<file path="src/rtl/lim_pkg.sv">
package lim_pkg;
  localparam int LIM_SMP_W   = 16;
  localparam int LIM_NUM_CH  = 3;
  localparam int LIM_WORDS   = 2 * LIM_NUM_CH;
  localparam int LIM_IDX_W   = $clog2(LIM_WORDS);

  // channel slots; word 2*c is the minimum of channel c, word 2*c+1 its maximum
  localparam int CH_PORT1 = 0;
  localparam int CH_PORT2 = 1;
  localparam int CH_REF   = 2;

  typedef enum logic [1:0] {
    UPD_HOLD  = 2'd0,
    UPD_CLEAR = 2'd1,
    UPD_TRACK = 2'd2
  } upd_mode_e;
endpackage

</file>
<file path="src/rtl/lim_chan_track.sv">
module lim_chan_track
  import lim_pkg::*;
#(
  parameter int W = LIM_SMP_W
) (
  input  logic         clk,
  input  logic         rst_n,
  input  logic         valid_i,
  input  logic         clr_i,
  input  logic [W-1:0] smp_i,
  output logic [W-1:0] min_o,
  output logic [W-1:0] max_o
);
  localparam logic [W-1:0] POS_EXT = {1'b0, {(W-1){1'b1}}};
  localparam logic [W-1:0] NEG_EXT = {1'b1, {(W-1){1'b0}}};

  upd_mode_e    mode;
  logic [W-1:0] min_q, min_d;
  logic [W-1:0] max_q, max_d;
  logic         min_en, max_en;
  logic         below, above;

  always_comb begin
    if (clr_i)        mode = UPD_CLEAR;
    else if (valid_i) mode = UPD_TRACK;
    else              mode = UPD_HOLD;
  end

  assign below = $signed(smp_i) < $signed(min_q);
  assign above = $signed(smp_i) > $signed(max_q);

  always_comb begin
    min_d  = min_q;
    max_d  = max_q;
    min_en = 1'b0;
    max_en = 1'b0;
    unique case (mode)
      UPD_CLEAR: begin
        min_d  = POS_EXT;
        max_d  = NEG_EXT;
        min_en = 1'b1;
        max_en = 1'b1;
      end
      UPD_TRACK: begin
        min_d  = smp_i;
        max_d  = smp_i;
        min_en = below;
        max_en = above;
      end
      default: ;
    endcase
  end

  always_ff @(posedge clk or negedge rst_n) begin
    if (!rst_n) begin
      min_q <= POS_EXT;
      max_q <= NEG_EXT;
    end else begin
      if (min_en) min_q <= min_d;
      if (max_en) max_q <= max_d;
    end
  end

  assign min_o = min_q;
  assign max_o = max_q;


  clear_extremes_chk: assert property (@(posedge clk) disable iff (!rst_n)
    clr_i |=> (min_o == POS_EXT) && (max_o == NEG_EXT));

  min_follows_chk: assert property (@(posedge clk) disable iff (!rst_n)
    (valid_i && !clr_i) |=> ($signed(min_o) <= $signed($past(smp_i))));

  max_follows_chk: assert property (@(posedge clk) disable iff (!rst_n)
    (valid_i && !clr_i) |=> ($signed(max_o) >= $signed($past(smp_i))));

  min_monotone_chk: assert property (@(posedge clk) disable iff (!rst_n)
    !clr_i |=> ($signed(min_o) <= $signed($past(min_o))));

  max_monotone_chk: assert property (@(posedge clk) disable iff (!rst_n)
    !clr_i |=> ($signed(max_o) >= $signed($past(max_o))));

  idle_hold_chk: assert property (@(posedge clk) disable iff (!rst_n)
    (!valid_i && !clr_i) |=> ($stable(min_o) && $stable(max_o)));
endmodule

</file>
<file path="src/rtl/lim_read_seq.sv">
module lim_read_seq
  import lim_pkg::*;
#(
  parameter int W   = LIM_SMP_W,
  parameter int NCH = LIM_NUM_CH
) (
  input  logic                 clk,
  input  logic                 rst_n,
  input  logic                 start_i,
  input  logic                 next_i,
  input  logic [2*NCH*W-1:0]   lim_i,
  output logic [W-1:0]         word_o
);
  localparam int NW    = 2 * NCH;
  localparam int IW    = (NW > 1) ? $clog2(NW) : 1;
  localparam logic [IW-1:0] LAST = IW'(NW - 1);
  localparam logic [W-1:0] POS_EXT = {1'b0, {(W-1){1'b1}}};
  localparam logic [W-1:0] NEG_EXT = {1'b1, {(W-1){1'b0}}};

  logic [NW*W-1:0] snap_q, snap_d, snap_rst;
  logic [IW-1:0]   idx_q, idx_d;
  logic            snap_en, idx_en;

  for (genvar c = 0; c < NCH; c++) begin : g_rst
    assign snap_rst[(2*c)*W   +: W] = POS_EXT;
    assign snap_rst[(2*c+1)*W +: W] = NEG_EXT;
  end

  always_comb begin
    snap_d  = lim_i;
    snap_en = start_i;
    idx_d   = idx_q;
    idx_en  = 1'b0;
    if (start_i) begin
      idx_d  = '0;
      idx_en = 1'b1;
    end else if (next_i && (idx_q != LAST)) begin
      idx_d  = idx_q + 1'b1;
      idx_en = 1'b1;
    end
  end

  always_ff @(posedge clk or negedge rst_n) begin
    if (!rst_n) begin
      snap_q <= snap_rst;
      idx_q  <= '0;
    end else begin
      if (snap_en) snap_q <= snap_d;
      if (idx_en)  idx_q  <= idx_d;
    end
  end

  always_comb begin
    word_o = snap_q[0 +: W];
    for (int k = 0; k < NW; k++) begin
      if (idx_q == IW'(k)) word_o = snap_q[k*W +: W];
    end
  end


  start_index_chk: assert property (@(posedge clk) disable iff (!rst_n)
    start_i |=> (idx_q == '0));

  start_capture_chk: assert property (@(posedge clk) disable iff (!rst_n)
    start_i |=> (snap_q == $past(lim_i)));

  index_bound_chk: assert property (@(posedge clk) disable iff (!rst_n)
    idx_q <= LAST);

  snap_hold_chk: assert property (@(posedge clk) disable iff (!rst_n)
    !start_i |=> $stable(snap_q));

  index_step_chk: assert property (@(posedge clk) disable iff (!rst_n)
    (!start_i && next_i && (idx_q != LAST)) |=> (idx_q == $past(idx_q) + 1'b1));
endmodule

</file>
<file path="src/rtl/adc_limit_tracker.sv">
module adc_limit_tracker
  import lim_pkg::*;
#(
  parameter int W = LIM_SMP_W
) (
  input  logic         clk,
  input  logic         rst_n,
  input  logic         smp_valid_i,
  input  logic [W-1:0] p1_smp_i,
  input  logic [W-1:0] p2_smp_i,
  input  logic [W-1:0] ref_smp_i,
  input  logic         clr_i,
  input  logic         rd_start_i,
  input  logic         rd_next_i,
  output logic [W-1:0] rd_word_o,
  output logic [W-1:0] p1_min_o,
  output logic [W-1:0] p1_max_o,
  output logic [W-1:0] p2_min_o,
  output logic [W-1:0] p2_max_o,
  output logic [W-1:0] ref_min_o,
  output logic [W-1:0] ref_max_o
);
  localparam int NCH = LIM_NUM_CH;

  logic [NCH*W-1:0]   smp_vec;
  logic [NCH*W-1:0]   min_vec, max_vec;
  logic [2*NCH*W-1:0] lim_vec;

  assign smp_vec[CH_PORT1*W +: W] = p1_smp_i;
  assign smp_vec[CH_PORT2*W +: W] = p2_smp_i;
  assign smp_vec[CH_REF*W   +: W] = ref_smp_i;

  for (genvar c = 0; c < NCH; c++) begin : g_ch
    lim_chan_track #(.W(W)) i_track (
      .clk     (clk),
      .rst_n   (rst_n),
      .valid_i (smp_valid_i),
      .clr_i   (clr_i),
      .smp_i   (smp_vec[c*W +: W]),
      .min_o   (min_vec[c*W +: W]),
      .max_o   (max_vec[c*W +: W])
    );
    assign lim_vec[(2*c)*W   +: W] = min_vec[c*W +: W];
    assign lim_vec[(2*c+1)*W +: W] = max_vec[c*W +: W];
  end

  lim_read_seq #(.W(W), .NCH(NCH)) i_read (
    .clk     (clk),
    .rst_n   (rst_n),
    .start_i (rd_start_i),
    .next_i  (rd_next_i),
    .lim_i   (lim_vec),
    .word_o  (rd_word_o)
  );

  assign p1_min_o  = min_vec[CH_PORT1*W +: W];
  assign p1_max_o  = max_vec[CH_PORT1*W +: W];
  assign p2_min_o  = min_vec[CH_PORT2*W +: W];
  assign p2_max_o  = max_vec[CH_PORT2*W +: W];
  assign ref_min_o = min_vec[CH_REF*W   +: W];
  assign ref_max_o = max_vec[CH_REF*W   +: W];


  chan_isolate_chk: assert property (@(posedge clk) disable iff (!rst_n)
    (smp_valid_i && !clr_i && (p1_smp_i == $past(p1_smp_i)) && $stable(p1_min_o))
      |=> ($signed(p1_min_o) <= $signed($past(p1_smp_i))));

  signed_order_chk: assert property (@(posedge clk) disable iff (!rst_n)
    $signed(p1_min_o) <= $signed(p1_max_o) || (p1_min_o == {1'b0, {(W-1){1'b1}}}));
endmodule

</file>
<file path="config.mk">
export PLATFORM = sky130hd
export DESIGN_NAME = adc_limit_tracker
export DESIGN_NICKNAME = d
export VERILOG_FILES = /design/src/rtl/lim_pkg.sv /design/src/rtl/lim_chan_track.sv /design/src/rtl/lim_read_seq.sv /design/src/rtl/adc_limit_tracker.sv
export SDC_FILE = /design/constraint.sdc
export NUM_CORES = 1
export LEC_CHECK = 0
export BUFFER_PORTS_ARGS = -buffer_cell sky130_fd_sc_hd__buf_2
export CAP_MARGIN = 30
export CORE_MARGIN = 5
export CORE_UTILIZATION = 58
export CTS_CLUSTER_SIZE = 24
export DETAILED_ROUTE_END_ITERATION = 8
export PLACE_DENSITY = 0.9
export SYNTH_ARGS = -nofsm -noshare
export SYNTH_HDL_FRONTEND = slang
export SYNTH_SLANG_ARGS = --single-unit
</file>
<file path="constraint.sdc">
create_clock -name clk -period 3.8 [get_ports clk]
set_clock_uncertainty 0.2 [all_clocks]
set_input_delay 0.38 -clock clk [delete_from_list [all_inputs] [get_ports clk]]
set_output_delay 0.38 -clock clk [all_outputs]
set_load 0.01 [all_outputs]
</file>
==> results of run 1 <==
## routing by layer
| metal | part of all wire, % | vias to the layer above |
|---|---|---|
| met3 | 7.0 | 79 |
| met5 | 0 | - |
| met1 | 42 | 4336 |
| li1 | - | 3971 |
| met2 | 48 | 346 |
| met4 | 3.5 | 0 |
## metrics by stage
step / hold slack [ps] / instance area (µm²) / instances
final: 14.68 / 12970 / 1476
after global routing: 27.92 / 12970 / 1476
after CTS: 8.564 / 12970 / 1476
after detailed placement: 296.2 / 12410 / 1443
after global placement: 288.5 / 12410 / 1443
after floorplan: -115.6 / 11320 / 1049
## cells by family after synthesis
| family | after synthesis | share of synthesized area (%) |
|---|---|---|
| DFF | 195 | 44.17 |
| and+or+nand+nor | 259 | 11.86 |
| buffers and inverters | 157 | 5.428 |
| AOI/OAI and AO/OA | 159 | 10.50 |
| xor gates and xnor gates | 1 | 0.07740 |
| adders and majority gates | 98 | 10.83 |
| muxes | 180 | 17.12 |
## worst max-delay path, cell delays in order, from the launching register on
cell and delay, ps:
dfrtp_1 750, inv_1 140, nand2_1 520, buf_4 290, a211oi_1 80, a221oi_1 510, o31ai_1 110, buf_2 150
## state kept, by name, indices dropped and copies added (netlist names)
signal / cells
g_ch.i_track.max_o: 48
g_ch.i_track.min_o: 48
i_read.snap_q: 96
i_read.idx_q: 3
## report_power, final
group	internal [mW]	switching, mW
clock network	0.866	0.833
logic	0.561	0.693
registers	2.35	0.209
## cell usage after synthesis, types with 5 or more instances
cell	n	share of area, %
inv_1	105	3.5
nand2b_1	100	5.5
dfrtp_1	99	22
ha_1	98	11
dfstp_2	96	22
mux2_2	96	9.6
mux2i_1	82	7.3
nor2_1	80	2.7
clkbuf_1	40	1.3
nand2_1	36	1.2
o22a_1	31	2.4
a21oi_1	30	1.3
a211oi_1	20	1.3
a221oi_1	17	1.3
o31ai_1	16	1.1
nand4_1	13	0.72
a21o_1	11	0.73
nand3_1	7	0.31
o21ai_0	7	0.31
buf_2	5	0.22
nor2b_1	5	0.28
o21ai_1	5	0.22
## layout make-up
type                    count  area (µm²)  share of cell area (%)
multi-input cells         697        5707                   43.99
flip-flops and latches    195        5000                   38.54
repair buffers            182       992.2                   7.649
clock buffers              19       442.9                   3.414
inverters                 105       394.1                   3.038
well taps                 265       331.6                   2.556
clock inverters            13       105.1                  0.8102
## what timing repair did
action,CTS,global route
hold buffers,1,0
hold endpoints to repair,53,0
endpoints found under the setup margin,0,0
## layout by cell type (no fill, tap or decap), drive strengths merged, types with 2 or more instances in the layout
cell,netlist,layout
a311o,2,2
clkbuf,40,20
a21boi,2,2
a211oi,20,20
clkinv,0,4
a311oi,2,2
nand2,36,36
nand4,14,14
a211o,2,2
inv,105,109
and3,4,4
ha,98,98
nand2b,100,100
a221oi,17,17
nor2b,5,5
nor2,80,80
buf,12,180
nand4b,2,2
o31ai,16,16
dfstp,96,96
mux2,96,96
o21ai,12,12
o22ai,2,2
clkinvlp,0,5
nor3,3,3
o211ai,2,2
nor3b,2,2
nand3,7,7
nor4,3,3
a21o,11,11
a21oi,30,30
mux2i,84,84
o22a,31,31
dfrtp,99,99
## worst max-delay path by stage
stage | from | endpoint | slack [ps]
finish | i_read.idx_q[2] | rd_word_o[9] | 230
global route | i_read.idx_q[2] | rd_word_o[4] | 50
CTS | i_read.idx_q[2] | rd_word_o[6] | 320
detailed placement | i_read.idx_q[2] | rd_word_o[6] | 790
global placement | i_read.idx_q[2] | rd_word_o[2] | 800
floorplan | g_ch[0].i_track.min_o[6] | g_ch[0].i_track.min_o[15] | 1030
==> flow_summary.json, run 1 <==
{
  "r2r_end": "g_ch[1].i_track.min_o[14]",
  "synthCells": 1049,
  "cp_data_arrival_time_ps": 2990,
  "period_needed_ps": 3565,
  "grtUsageMet3_pct": 4.543,
  "crit_fanout": 22,
  "final_max_slew_viol_count": 0,
  "r2r_setup_slack_ps": 730,
  "final_hold_viol_count": 0,
  "dieWidth_um": 149.7,
  "grt_pass1_wl_um": 46150,
  "grt_start_max_net_pins": 117,
  "grt.met1_usage_pct": 35.20,
  "finalSetupViolCount": 0,
  "relSlewSlack_pct": 32.11,
  "initial_core_util_pct": 58.54,
  "critPathCaptureType": "output pin",
  "syn_avg_cell_area_um2": 10.79,
  "die-area_um2": 22410,
  "synth_warnings": 0,
  "grtUsageMet2_pct": 42.81,
  "via_count": 8732,
  "hp-class": "in -> reg",
  "clockRootBuffer": "clkbuf_16",
  "worst_pin_slew_ps": 1018,
  "rr_startpoint": "g_ch[1].i_track.min_o[7]",
  "async_flop_share_pct": 100.0,
  "ys_seq_area_share_pct": 44.17,
  "drv_cap": 0,
  "cts_buffers": 17,
  "busiest_layer": "met2",
  "postCtsSetupBuffers": 0,
  "postRouteAntennaNets": 0,
  "critPathLaunchType": "flip-flop",
  "place_ws_ps": 794.5,
  "area_delta_synth_final_pct": 14.61,
  "r2r.worst_path.cells": 8,
  "drive_above_1_share_pct": 33.94,
  "fillers": 1408,
  "wire_per_inst_um": 19.72,
  "netlist_area_um2": 11320,
  "crit_type": "reg -> out",
  "place_hpwl_um": 21570,
  "antenna_found_initial": 0,
  "cts_sinks": 195,
  "utilization_pct": 67.09,
  "synth-main-ff-cell": "dfrtp_1",
  "dieHeight_um": 149.7,
  "wl_um": 29110,
  "holdPathEnd": "i_read.idx_q[2]",
  "gr-total-overflow": 0,
  "synth_cell_types": 56,
  "gp_congestion": 0.8867,
  "tns_ps": 0,
  "peakVddDrop_mv": 0.3565,
  "firstDrtPassIters": 5,
  "fin_nets": 1350,
  "io_pins": 166,
  "p_per_area_nw_per_um2": 425.3,
  "status": "complete, no violations",
  "antenna-diode-count": 0,
  "drc": 0,
  "timing.fmax_mhz": 280.5,
  "rows": 51,
  "cts_resized": 0,
  "fin_ws_ps": 234.8,
  "rsz0062_at_grt": "no",
  "port_buffers": 165,
  "grt_usage_pct": 26.38,
  "grt_pass1_vias": 8611,
  "worstHoldPathCells": 3,
  "min_period_over_period_pct": 93.82,
  "leakagePower_nw": 6.215,
  "clock_path_buffers": 2,
  "cts.htree.levels": 4,
  "hp-start": "rd_next_i",
  "routed_via_density": 5.916,
  "clkTransAtPathRegs_ps": 70,
  "p_total_mw": 5.517,
  "placeableCoreArea_um2": 19330,
  "clk_latency_ps": 440,
  "required_ps": 3220,
  "synthesis.nets": 1201,
  "cts_tree": "yes",
  "synth_edf_count": 0,
  "synth_seq_cells": 195,
  "drt_iter0_markers": 547
}
Power figures use the tool's default switching activity.
==> run 2, diff against run 1 <==
- CORE_UTILIZATION: 58 -> 63
- CTS_CLUSTER_DIAMETER: unset -> 40
- HOLD_SLACK_MARGIN: unset -> 0.1
- PLACE_DENSITY: 0.9 -> 0.95
- clock period: 3.8 -> 4.6 ns (I/O delays scaled with it)
==> flow_summary.json, run 2 (synthesized netlist as in run 1, its figures left out) <==
{
  "hp-start": "p1_smp_i[0]",
  "top_register": "i_read.snap_q",
  "timing.fmax_mhz": 247.3,
  "gr-total-overflow": 0,
  "wire_per_inst_um": 21.06,
  "grt_usage_pct": 29.53,
  "dieHeight_um": 144.0,
  "utilization_pct": 72.60,
  "place_hpwl_um": 21650,
  "clkTransAtPathRegs_ps": 70,
  "antenna_found_initial": 1,
  "crit_fanout": 32,
  "port_buffers": 165,
  "clockRootBuffer": "clkbuf_16",
  "initial_core_util_pct": 63.44,
  "grt_start_max_net_pins": 82,
  "cts_tree": "yes",
  "worstHoldPathCells": 2,
  "drt_iter0_markers": 678,
  "rr_startpoint": "g_ch[2].i_track.max_o[15]",
  "firstDrtPassIters": 7,
  "dieWidth_um": 144.0,
  "postRouteAntennaNets": 0,
  "drc": 0,
  "drive_above_1_share_pct": 33.17,
  "rows": 49,
  "cts_sinks": 195,
  "grt_pass1_vias": 8979,
  "cts.htree.levels": 4,
  "cts_buffers": 17,
  "p_per_area_nw_per_um2": 353.5,
  "layout_commonest_cell": "buf_2",
  "finalNonFillerCells": 1439,
  "status": "complete, no violations",
  "critPathCaptureType": "output pin",
  "clock_path_buffers": 2,
  "r2r_setup_slack_ps": 1290,
  "rsz0062_at_grt": "no",
  "via_count": 8965,
  "wl_um": 30310,
  "cts_resized": 0,
  "relSlewSlack_pct": 28.02,
  "cp_data_arrival_time_ps": 3380,
  "holdPathEnd": "g_ch[0].i_track.min_o[0]",
  "worst_pin_slew_ps": 1080,
  "final_max_slew_viol_count": 0,
  "fin_area_um2": 12950,
  "required_ps": 3940,
  "gp_congestion": 0.8785,
  "io_pins": 166,
  "peakVddDrop_mv": 0.3000,
  "routed_via_density": 6.230,
  "dpl_cell_area_um2": 12340,
  "r2r_end": "g_ch[2].i_track.max_o[8]",
  "die-area_um2": 20750,
  "drv_cap": 0,
  "final_hold_viol_count": 0,
  "final_cell_mix": "buf_2, inv_1, nand2b_1",
  "placeableCoreArea_um2": 17840,
  "clk_latency_ps": 440,
  "min_period_over_period_pct": 87.92,
  "critPathLaunchType": "flip-flop",
  "fillers": 1114,
  "seqCellArea_um2": 5000,
  "multiInputGateArea_um2": 5707,
  "hp-class": "in -> reg",
  "crit_type": "reg -> out",
  "r2r.worst_path.cells": 9,
  "placed_cells": 1401,
  "fin_nets": 1348,
  "largest_reg_flops": 96,
  "area_delta_synth_final_pct": 14.44,
  "grt_pass1_wl_um": 47890,
  "finalSetupViolCount": 0,
  "leakagePower_nw": 6.212,
  "period_needed_ps": 4044,
  "tns_ps": 0
}
==> run 2: how the worst max path moves through the flow <==
stage | slack (ps) | startpoint | cells past startpoint | to
2_1_floorplan | 1830 | i_read.idx_q[1] | 9 | rd_word_o[10]
3_3_place_gp | 1320 | i_read.idx_q[2] | 6 | rd_word_o[5]
3_5_place_dp | 1270 | i_read.idx_q[2] | 7 | rd_word_o[0]
4_1_cts | 780 | i_read.idx_q[1] | 8 | rd_word_o[12]
5_1_grt | 450 | i_read.idx_q[2] | 7 | rd_word_o[12]
6_report | 560 | i_read.idx_q[2] | 7 | rd_word_o[12]
==> run 2: cell type report <==
| class | count | share of cell area [%] |
|---|---|---|
| Inverter | 105 | 3.043 |
| Clock inverter | 8 | 0.6376 |
| Timing Repair Buffer | 180 | 7.941 |
| Antenna cell | 1 | 0.01932 |
| Clock buffer | 24 | 3.487 |
| Sequential cell | 195 | 38.60 |
| Tap cell | 229 | 2.212 |
| Multi-Input combinational cell | 697 | 44.06 |
==> run 2: layer usage <==
metal,wire length (µm),GRT usage [%]
met5,0,0
met4,1652,16.55
met3,2165,4.696
met2,14440,46.20
met1,12050,39.40
==> run 2: worst max-delay path, cell delays in order (launching register included) <==
cell and delay, ps:
dfrtp_1 780, inv_1 150, nand2_1 760, nor2_1 120, a211oi_1 340, a221oi_1 110
o31ai_1 460, buf_2 220
==> run 2: timing repair <==
| item | CTS | global route |
|---|---|---|
| hold buffers | 3 | 0 |
| hold endpoints to repair | 28 | 0 |
| setup endpoints to repair | 0 | 0 |
| setup buffers | 0 | 0 |
==> run 2: report_power, final <==
group | internal [mW] | total, mW | switching, mW
Clock | 0.750 | 1.40 | 0.655
Sequential | 1.95 | 2.12 | 0.178
Combinational | 0.469 | 1.05 | 0.581
Total | 3.16 | 4.58 | 1.41
==> run 2: metrics by stage <==
step	total power, mW	worst slack [ps]	hold slack [ps]
floorplan	2.732	1826	-35.59
global placement	3.096	1323	289.8
detailed placement	3.162	1273	246.0
CTS	4.569	782.3	101.2
global route	4.775	454.2	116.0
finish	4.579	555.6	111.6
==> run 3, diff against run 2 <==
- CELL_PAD_IN_SITES_DETAIL_PLACEMENT: unset -> 1
- CELL_PAD_IN_SITES_GLOBAL_PLACEMENT: unset -> 1
- CORE_MARGIN: 5 -> unset
- CORE_UTILIZATION: 63 -> 49
- SKIP_CTS_REPAIR_TIMING: unset -> 1
==> flow_summary.json, run 3 (synthesized netlist as in run 1, its figures left out) <==
{
  "io_pins": 166,
  "dieWidth_um": 154.0,
  "period_needed_ps": 4377,
  "antenna_found_initial": 1,
  "peakVddDrop_mv": 0.1817,
  "critPathCaptureType": "output pin",
  "critPathLaunchType": "flip-flop",
  "largest_reg_flops": 96,
  "rows": 55,
  "final_hold_viol_count": 0,
  "status": "complete, no violations",
  "grt_pass1_wl_um": 60800,
  "cts_tree": "yes",
  "finalNonFillerCells": 1495,
  "worstHoldPathCells": 3,
  "r2r.worst_path.cells": 9,
  "cts.htree.levels": 4,
  "dpl_cell_area_um2": 12380,
  "fillers": 2460,
  "drt_iter0_markers": 753,
  "fin_ws_ps": 222.8,
  "leakagePower_nw": 6.311,
  "placed_cells": 1458,
  "slowest_stage": "dfrtp_1",
  "layout_commonest_cell": "buf_2",
  "firstDrtPassIters": 5,
  "hp-class": "in -> reg",
  "grt_pass1_vias": 10221,
  "placeableCoreArea_um2": 22640,
  "initial_core_util_pct": 49.99,
  "clk_latency_ps": 440,
  "clock_path_buffers": 2,
  "seqCellArea_um2": 5000,
  "routed_via_density": 6.252,
  "clockRootBuffer": "clkbuf_16",
  "grt_start_max_net_pins": 121,
  "crit_family": "simple AND/OR/NAND/NOR gates",
  "port_buffers": 165,
  "gr-total-overflow": 0,
  "cp.depth": 7,
  "via_count": 9347,
  "cts_buffers": 17,
  "drive_above_1_share_pct": 33.80,
  "rr_startpoint": "g_ch[1].i_track.max_o[15]",
  "top_register": "i_read.snap_q",
  "relSlewSlack_pct": 29.58,
  "grt_usage_pct": 33.97,
  "drc": 0,
  "gp_congestion": 0.9130,
  "min_period_over_period_pct": 95.16,
  "tns_ps": 0,
  "place_hpwl_um": 26980,
  "fin_nets": 1349,
  "crit_path_end": "rd_word_o[14]",
  "dieHeight_um": 154.0,
  "worst_pin_slew_ps": 1051,
  "p_per_area_nw_per_um2": 382.8,
  "final_max_slew_viol_count": 0,
  "crit_fanout": 32,
  "cp-startpoint": "i_read.idx_q[2]",
  "final_cell_mix": "buf_2, inv_1, nand2b_1",
  "crit_chain": "inv_1 -> nand2_1 -> nor2_1 -> a211oi_1 -> a221oi_1 -> o31ai_1 -> buf_2",
  "place_ws_ps": 1180,
  "die-area_um2": 23710,
  "critPathBufInv": 2,
  "slowest_delay_ps": 860,
  "rsz0062_at_grt": "no",
  "r2r_end": "g_ch[1].i_track.max_o[1]",
  "cts_sinks": 195,
  "wire_per_inst_um": 26.49,
  "r2r_setup_slack_ps": 1260,
  "required_ps": 3940,
  "wl_um": 39610,
  "crit_type": "reg -> out",
  "clkTransAtPathRegs_ps": 80,
  "fin_area_um2": 13190,
  "area_delta_synth_final_pct": 16.49,
  "antenna-diode-count": 0,
  "finalSetupViolCount": 0,
  "drv_cap": 0,
  "multiInputGateArea_um2": 5707,
  "timing.fmax_mhz": 228.5,
  "postRouteAntennaNets": 0,
  "cp_data_arrival_time_ps": 3720
}
==> run 3: through the flow <==
| step | total power [mW] | hold slack [ps] | utilization (%) |
|---|---|---|---|
| floorplan | 2.732 | -35.59 | - |
| global placement | 3.122 | 290.8 | 54.63 |
| detailed placement | 3.222 | 296.5 | 54.70 |
| CTS | 5.017 | 15.52 | 57.71 |
| global route | 5.213 | 106.6 | 58.24 |
| finish | 5.047 | 105.3 | 58.24 |
==> run 3: worst min-delay path by stage <==
| stage | start | end | slack, ps |
|---|---|---|---|
| final | ref_smp_i[13] | g_ch[2].i_track.min_o[13] | 110 |
| after global routing | ref_smp_i[13] | g_ch[2].i_track.min_o[13] | 110 |
| after CTS | rst_n | g_ch[1].i_track.max_o[9] | 20 |
| after detailed placement | i_read.snap_q[80] | i_read.snap_q[80] | 300 |
| after global placement | i_read.snap_q[92] | i_read.snap_q[92] | 290 |
| after floorplan | rst_n | g_ch[0].i_track.max_o[0] | -40 |
==> run 3: layout make-up <==
| cell class | count | area share (%) |
|---|---|---|
| repair buffers | 181 | 7.943 |
| clock buffers | 21 | 3.492 |
| inverters | 105 | 2.989 |
| clock inverters | 11 | 1.670 |
| multi-input cells | 697 | 43.28 |
| flip-flops and latches | 195 | 37.92 |
| well taps | 285 | 2.705 |
==> run 3: per-layer routing <==
layer	vias to the layer above	share of wire, %	track usage, %
met5	-	0.030	0
met2	441	49	57.75
met1	4775	39	40.80
met3	162	5.9	6.032
li1	3967	-	-
met4	2	5.5	18.90
==> run 3: worst min-delay path, delay by kind of cell <==
family	cells	cell delay (ps)
muxes	1	70
buffers and inverters	1	140
and+or+nand+nor	1	90
==> run 3: where the power goes <==
part           switching (mW)  total, mW  leakage, nW  internal [mW]
clock                   0.715       1.77        0.332           1.06
sequential              0.213       2.16         2.34           1.95
combinational           0.642       1.12         3.64          0.475
